[src/rtl/genlock_pkg.sv]
package genlock_pkg;

    localparam int LINE_W        = 10;
    localparam int NTSC_F1_LINES = 263;
    localparam int NTSC_F2_LINES = 262;
    localparam int PAL_F1_LINES  = 313;
    localparam int PAL_F2_LINES  = 312;

    typedef enum logic {STD_NTSC = 1'b0, STD_PAL = 1'b1} vstd_e;
    typedef enum logic {SRC_A = 1'b0, SRC_B = 1'b1} vsrc_e;

    typedef logic [LINE_W-1:0] line_t;

    typedef struct packed {
        vstd_e std;
        vsrc_e src;
    } vcfg_t;

    typedef struct packed {
        logic  field;
        line_t lif;
    } vpos_t;

    function automatic line_t field_lines(vstd_e s, logic f);
        line_t n;
        if (s == STD_PAL) n = f ? line_t'(PAL_F2_LINES)  : line_t'(PAL_F1_LINES);
        else              n = f ? line_t'(NTSC_F2_LINES) : line_t'(NTSC_F1_LINES);
        return n;
    endfunction

    function automatic line_t first_line(vstd_e s, logic f);
        return f ? field_lines(s, 1'b0) + line_t'(1) : line_t'(1);
    endfunction

endpackage

[src/rtl/genlock_sync_sel.sv]
module genlock_sync_sel
    import genlock_pkg::*;
(
    input  logic       lock_en_i,
    input  vsrc_e      src_i,
    input  logic [1:0] hs_in_i,
    input  logic [1:0] vs_in_i,
    output logic       hs_o,
    output logic       vs_o
);
    logic idx;
    assign idx  = (src_i == SRC_B);
    assign hs_o = lock_en_i & hs_in_i[idx];
    assign vs_o = lock_en_i & vs_in_i[idx];
endmodule

[src/rtl/genlock_counter.sv]
module genlock_counter
    import genlock_pkg::*;
#(
    parameter int DOTS_NTSC = 858,
    parameter int DOTS_PAL  = 864,
    parameter int CNT_W     = 10
) (
    input  logic             clk_i,
    input  logic             rst_i,
    input  logic             tres_i,
    input  logic             hs_i,
    input  logic             vs_i,
    input  vcfg_t            cfg_req_i,
    output logic [CNT_W-1:0] dot_o,
    output logic [CNT_W-1:0] dpl_o,
    output vpos_t            pos_o,
    output vcfg_t            cfg_o
);
    logic [CNT_W-1:0] dot_q, dot_n, dpl;
    vpos_t            pos_q, pos_n, pos_step;
    vcfg_t            cfg_q;
    logic             load, step_load;
    line_t            flen;

    assign dpl  = (cfg_q.std == STD_PAL) ? CNT_W'(DOTS_PAL) : CNT_W'(DOTS_NTSC);
    assign flen = field_lines(cfg_q.std, pos_q.field);

    // position after one line step, including the field wrap
    always_comb begin
        pos_step  = pos_q;
        step_load = 1'b0;
        if (pos_q.lif == flen - line_t'(1)) begin
            pos_step.field = ~pos_q.field;
            pos_step.lif   = '0;
            step_load      = 1'b1;
        end else begin
            pos_step.lif = pos_q.lif + line_t'(1);
        end
    end

    // priority: timing reset, vertical strobe, horizontal strobe, free count
    always_comb begin
        dot_n = dot_q;
        pos_n = pos_q;
        load  = 1'b0;
        if (tres_i) begin
            dot_n = '0;
            pos_n = '0;
            load  = 1'b1;
        end else if (vs_i) begin
            dot_n     = '0;
            pos_n.lif = '0;
            if (pos_q.lif >= (flen >> 1)) begin
                pos_n.field = ~pos_q.field;
                load        = 1'b1;
            end
        end else if (hs_i) begin
            dot_n = '0;
            if (dot_q >= (dpl >> 1)) begin
                pos_n = pos_step;
                load  = step_load;
            end
        end else if (dot_q == dpl - CNT_W'(1)) begin
            dot_n = '0;
            pos_n = pos_step;
            load  = step_load;
        end else begin
            dot_n = dot_q + CNT_W'(1);
        end
    end

    always_ff @(posedge clk_i) begin
        if (rst_i) begin
            dot_q <= '0;
            pos_q <= '0;
            cfg_q <= cfg_req_i;
        end else begin
            dot_q <= dot_n;
            pos_q <= pos_n;
            if (load) cfg_q <= cfg_req_i;
        end
    end

    assign dot_o = dot_q;
    assign dpl_o = dpl;
    assign pos_o = pos_q;
    assign cfg_o = cfg_q;
endmodule

[src/rtl/genlock_lock_det.sv]
module genlock_lock_det #(
    parameter int CNT_W = 10,
    parameter int TOL   = 2,
    parameter int RUN   = 4
) (
    input  logic             clk_i,
    input  logic             rst_i,
    input  logic             en_i,
    input  logic             hs_i,
    input  logic [CNT_W-1:0] dot_i,
    input  logic [CNT_W-1:0] dpl_i,
    output logic             locked_o
);
    localparam int          RUN_W = $clog2(RUN + 1);
    localparam logic [31:0] TOL_U = 32'(TOL);

    logic [RUN_W-1:0] hit_q, miss_q;
    logic             seen_q, locked_q;
    logic             in_win, at_close, evt_hit, evt_miss;

    assign in_win   = (32'(dot_i) + TOL_U + 32'd1 >= 32'(dpl_i)) || (32'(dot_i) < TOL_U);
    assign at_close = (32'(dot_i) == TOL_U);
    assign evt_hit  = en_i && hs_i && in_win;
    assign evt_miss = en_i && ((hs_i && !in_win) || (!hs_i && at_close && !seen_q));

    always_ff @(posedge clk_i) begin
        if (rst_i || !en_i) begin
            hit_q    <= '0;
            miss_q   <= '0;
            seen_q   <= 1'b0;
            locked_q <= 1'b0;
        end else begin
            if (hs_i)          seen_q <= 1'b1;
            else if (at_close) seen_q <= 1'b0;
            if (evt_hit) begin
                miss_q <= '0;
                if (hit_q != RUN_W'(RUN)) hit_q <= hit_q + RUN_W'(1);
                if (hit_q >= RUN_W'(RUN - 1)) locked_q <= 1'b1;
            end
            if (evt_miss) begin
                hit_q <= '0;
                if (miss_q != RUN_W'(RUN)) miss_q <= miss_q + RUN_W'(1);
                if (miss_q >= RUN_W'(RUN - 1)) locked_q <= 1'b0;
            end
        end
    end

    assign locked_o = locked_q;
endmodule

[src/rtl/genlock_timing.sv]
module genlock_timing
    import genlock_pkg::*;
#(
    parameter int  DOTS_NTSC = 858,
    parameter int  DOTS_PAL  = 864,
    parameter int  SYNC_TOL  = 2,
    parameter int  LOCK_RUN  = 4,
    localparam int DOTS_MAX  = (DOTS_PAL > DOTS_NTSC) ? DOTS_PAL : DOTS_NTSC,
    localparam int DOTS_MIN  = (DOTS_PAL > DOTS_NTSC) ? DOTS_NTSC : DOTS_PAL,
    localparam int CNT_W     = $clog2(DOTS_MAX + 1)
) (
    input  logic              clk_i,
    input  logic              rst_i,
    input  logic              lock_en_i,
    input  logic              src_sel_i,
    input  logic              pal_sel_i,
    input  logic              tres_i,
    input  logic              hs_a_i,
    input  logic              vs_a_i,
    input  logic              hs_b_i,
    input  logic              vs_b_i,
    output logic [CNT_W-1:0]  dot_o,
    output logic [LINE_W-1:0] line_o,
    output logic              field_o,
    output logic              field_start_o,
    output logic              locked_o
);
    vcfg_t            cfg_req, cfg_act;
    vpos_t            pos;
    logic [CNT_W-1:0] dot, dpl;
    logic             hs_sel, vs_sel;

    assign cfg_req.std = vstd_e'(pal_sel_i);
    assign cfg_req.src = vsrc_e'(src_sel_i);

    genlock_sync_sel u_sel (
        .lock_en_i (lock_en_i),
        .src_i     (cfg_act.src),
        .hs_in_i   ({hs_b_i, hs_a_i}),
        .vs_in_i   ({vs_b_i, vs_a_i}),
        .hs_o      (hs_sel),
        .vs_o      (vs_sel)
    );

    genlock_counter #(
        .DOTS_NTSC (DOTS_NTSC),
        .DOTS_PAL  (DOTS_PAL),
        .CNT_W     (CNT_W)
    ) u_cnt (
        .clk_i     (clk_i),
        .rst_i     (rst_i),
        .tres_i    (tres_i),
        .hs_i      (hs_sel),
        .vs_i      (vs_sel),
        .cfg_req_i (cfg_req),
        .dot_o     (dot),
        .dpl_o     (dpl),
        .pos_o     (pos),
        .cfg_o     (cfg_act)
    );

    genlock_lock_det #(
        .CNT_W (CNT_W),
        .TOL   (SYNC_TOL),
        .RUN   (LOCK_RUN)
    ) u_lock (
        .clk_i    (clk_i),
        .rst_i    (rst_i),
        .en_i     (lock_en_i),
        .hs_i     (hs_sel),
        .dot_i    (dot),
        .dpl_i    (dpl),
        .locked_o (locked_o)
    );

    assign dot_o         = dot;
    assign line_o        = pos.lif + first_line(cfg_act.std, pos.field);
    assign field_o       = pos.field;
    assign field_start_o = (dot == '0) && (pos.lif == '0);
endmodule

[config.mk]
export PLATFORM = sky130hd
export DESIGN_NAME = genlock_timing
export DESIGN_NICKNAME = d
export VERILOG_FILES = /design/src/rtl/genlock_pkg.sv /design/src/rtl/genlock_sync_sel.sv /design/src/rtl/genlock_counter.sv /design/src/rtl/genlock_lock_det.sv /design/src/rtl/genlock_timing.sv
export SDC_FILE = /design/constraint.sdc
export NUM_CORES = 1
export LEC_CHECK = 0
export BUFFER_PORTS_ARGS = -buffer_cell sky130_fd_sc_hd__buf_2
export CELL_PAD_IN_SITES_DETAIL_PLACEMENT = 1
export CELL_PAD_IN_SITES_GLOBAL_PLACEMENT = 1
export CORE_ASPECT_RATIO = 1.25
export CORE_MARGIN = 2
export CORE_UTILIZATION = 40
export DETAILED_ROUTE_END_ITERATION = 10
export PLACE_DENSITY_LB_ADDON = 0.08
export SLEW_MARGIN = 20
export SYNTH_ARGS = -nofsm -noshare
export SYNTH_HDL_FRONTEND = slang
export SYNTH_SLANG_ARGS = --single-unit
[constraint.sdc]
create_clock -name clk_i -period 3.2 [get_ports clk_i]
set_input_delay 0 -clock clk_i [delete_from_list [all_inputs] [get_ports clk_i]]
set_output_delay 0 -clock clk_i [all_outputs]
set_load 0.01 [all_outputs]
==> flow_summary.json <==
{
  "outcome": "complete, no violations",
  "slew_viol_final": 0,
  "routed_wirelength_um": 7870,
  "insertedDiodeCount": 0,
  "areaGrowthSynthToFinish_pct": 18.3,
  "reg2reg_slack_ns": 0.22,
  "slowest_delay_ns": 0.37,
  "skew_ns": 0.0100,
  "post-route-period-util_pct": 93.3,
  "wire_per_inst_um": 16.1,
  "synth-edff-count": 2,
  "drc_errors": 0,
  "hp-class": "input pin to register",
  "max_freq_ghz": 0.335,
  "placed_area_um2": 3150,
  "clock_tree.buffer_depth": 2,
  "fin_setup_tns_ns": 0,
  "avgSynthCellArea_um2": 7.96,
  "post-route-min-period_ns": 2.98,
  "die_height_um": 98.0,
  "critPathLaunchType": "register",
  "dp.final_hpwl_um": 6240,
  "criticalPathCategory": "register to register",
  "synthCells": 355,
  "r2r-start": "u_cnt.dot_o[1]$_SDFF_PP0_",
  "vias": 2669,
  "clk_pin_slew_ns": 0.07,
  "crit_family": "compound AO/OA/AOI/OAI gates",
  "vias_per_cell": 5.46,
  "maxCapViolations": 0,
  "r2r-end": "u_lock.hit_q[2]$_SDFFE_PP0P_",
  "drive_above_1_share_pct": 19.0,
  "grt_max_degree": 16,
  "syn_area_um2": 2830,
  "ir_worst_vdd_mv": 0.221,
  "die_w_um": 79.2,
  "ys_seq_elements": 31,
  "dieArea_um2": 7760,
  "hold_slack_ns": 0.0458,
  "crit_buf_inv": 1,
  "stdcell_area_um2": 3340,
  "clk_latency_ns": 0.29,
  "grt.overflow.total": 0,
  "synth.yosys.seq_area_share_pct": 22.7,
  "drtIter0Drc": 53,
  "grt_pass1_vias": 2857,
  "cts_tree": "done",
  "grt_pass1_wl_um": 13500,
  "detail_route.first_pass.iterations": 4,
  "worstHoldStart": "rst_i",
  "syn-num-nets": 402,
  "setup_viol_count_final": 0,
  "cp-end-kind": "register",
  "cp.arrival_ns": 3.17,
  "io_buffer_count": 32,
  "worstPathRequired_ns": 3.38,
  "yosysWarnings": 0,
  "place_congestion": 0.847,
  "p_per_area_nw_per_um2": 263,
  "power_leakage_nw": 1.39,
  "synth_cell_types": 56,
  "worst_pin_slew_ns": 0.633,
  "hold_depth": 4,
  "start_util_pct": 41.0,
  "timing.slew.headroom_pct": 57.8,
  "hold_violations": 0,
  "nets": 445,
  "ios": 33,
  "drt.antenna.violating_nets": 0,
  "layout_setup_ws_ns": 0.215,
  "num_rows": 34,
  "cts_setup_buffers": 0,
  "htree_levels": 2,
  "crit_fanout": 5,
  "rr_worst_depth": 14,
  "core-area_um2": 6890,
  "dp_slack_ns": -0.114,
  "worstPathCellList": "inv_1 -> ha_1 -> nor2b_1 -> nand2_1 -> xnor2_1 -> ha_1 -> o211ai_1 -> a41oi_2 -> o21bai_1 -> mux2i_1 -> a211o_1 -> o22ai_4 -> nor2_1 -> a32o_1",
  "critPathMostFrequentCell": "ha_1",
  "synthFlopType": "dfxtp_1",
  "cts_buffers": 5,
  "ys_async_sr_fraction_pct": 0,
  "antenna_found_initial": 0,
  "worst_path_max_delay_cell": "dfxtp_2",
  "root_buffer": "clkbuf_8",
  "cts.sinks": 31,
  "min_to": "u_lock.miss_q[0]$_SDFF_PP0_",
  "grt_use_total_pct": 21.7
}
[cell usage after synthesis (5+ instances only)]
library cell	count	area [µm²]
inv_1	21	78.8
nor2b_1	6	37.5
nand3_1	10	50.1
ha_1	36	450
nand2_1	28	105
nor3_1	8	40.0
o21ai_0	10	50.1
xor2_1	16	140
dfxtp_1	29	581
nand2b_1	6	37.5
a21o_1	5	37.5
nand4_1	11	68.8
clkbuf_1	9	33.8
nor2_1	42	158
and2_1	6	37.5
a21oi_1	17	85.1
xnor2_1	19	166
a31oi_1	6	37.5
[how the worst max path moves through the flow]
| stage | from | endpoint | slack (ns) | cells past startpoint |
|---|---|---|---|---|
| finish | u_cnt.dot_o[1]$_SDFF_PP0_ | u_lock.hit_q[2]$_SDFFE_PP0P_ | 0.22 | 14 |
| global route | u_cnt.dot_o[1]$_SDFF_PP0_ | u_lock.hit_q[2]$_SDFFE_PP0P_ | -0.008 | 14 |
| CTS | u_cnt.dot_o[1]$_SDFF_PP0_ | u_lock.miss_q[2]$_SDFF_PP0_ | 0.01 | 15 |
| detailed placement | u_cnt.dot_o[1]$_SDFF_PP0_ | u_lock.miss_q[2]$_SDFF_PP0_ | -0.11 | 15 |
| global placement | u_cnt.dot_o[1]$_SDFF_PP0_ | u_lock.miss_q[2]$_SDFF_PP0_ | 0.12 | 14 |
| floorplan | u_cnt.dot_o[2]$_SDFF_PP0_ | u_lock.hit_q[2]$_SDFFE_PP0P_ | 0.16 | 15 |
[per-layer routing]
layer	vias up	track usage [%]	routed length (µm)
li1	1336	-	-
met1	1280	24.5	3280
met2	36	40.0	4210
met3	17	3.23	195
met4	0	9.02	194
met5	-	0	0
[per-stage QoR]
step                power (mW)  std cells  utilization, %
floorplan                0.465        355               -
global route             0.916        489            48.5
finish                   0.877        489            48.5
CTS                      0.884        489            47.7
global placement         0.495        479            45.8
detailed placement       0.497        479            45.8
[cell usage in the layout, fill, tap and decap left out, types with 4 or more instances in the layout]
cell	count
nor2b_1	6
and2_1	6
clkbuf_8	5
buf_4	18
inv_1	21
o21ai_0	7
buf_2	32
dfxtp_1	26
nand2b_1	6
xor2_1	15
o21a_1	4
nor3b_1	4
nand2_1	28
xnor2_1	19
a31oi_1	6
a21oi_1	17
nor3_1	8
a211o_1	4
nand3_1	10
nor2_1	42
ha_1	35
a21o_1	5
nand4_1	11
[state kept, by name, summed over array words and instances, names as in the netlist]
| signal | count |
|---|---|
| u_lock.seen_q | 1 |
| u_cnt.dot_o | 10 |
| u_lock.miss_q | 3 |
| u_cnt.pos_o | 11 |
| u_cnt.cfg_o | 2 |
| u_lock.locked_o | 1 |
| u_lock.hit_q | 3 |
[worst reg2reg max path: stages, from the launching register on]
cell      delay (ns)
dfxtp_2         0.37
inv_1           0.09
ha_1            0.35
nor2b_1         0.19
nand2_1         0.12
xnor2_1         0.20
ha_1            0.26
o211ai_1        0.11
a41oi_2         0.07
o21bai_1        0.16
mux2i_1         0.12
a211o_1         0.32
o22ai_4         0.22
nor2_1          0.09
a32o_1          0.22
[logic make-up after synthesis]
group / Yosys count / synth area share (%)
AND/OR/NAND/NOR: 141 / 25.2
AO/OA/AOI/OAI: 69 / 17.1
buffers and inverters: 37 / 5.62
adder cells (fa/ha/maj): 37 / 16.7
XOR/XNOR: 35 / 10.9
flip-flops: 31 / 22.7
multiplexers: 5 / 1.86
[layout make-up]
| type | count | area [µm²] |
|---|---|---|
| Clock inverter | 3 | 38.8 |
| Fill cell | 875 | 3550 |
| Tap cell | 90 | 113 |
| Inverter | 21 | 78.8 |
| Clock buffer | 5 | 68.8 |
| Timing Repair Buffer | 52 | 315 |
| Sequential cell | 31 | 644 |
| Multi-Input combinational cell | 287 | 2080 |
[timing repair]
| item | CTS | global route |
|---|---|---|
| gates resized for setup | 2 | 13 |
| hold endpoints to repair | 2 | 0 |
| endpoints found under the setup margin | 4 | 7 |
| pin swaps | 0 | 5 |
| hold buffers | 2 | 0 |
[power breakdown]
group / internal [mW] / switching (mW) / total, mW
clock: 0.228 / 0.158 / 0.386
sequential: 0.395 / 0.00555 / 0.400
combinational: 0.0401 / 0.0517 / 0.0917
Power figures use the tool's default switching activity.
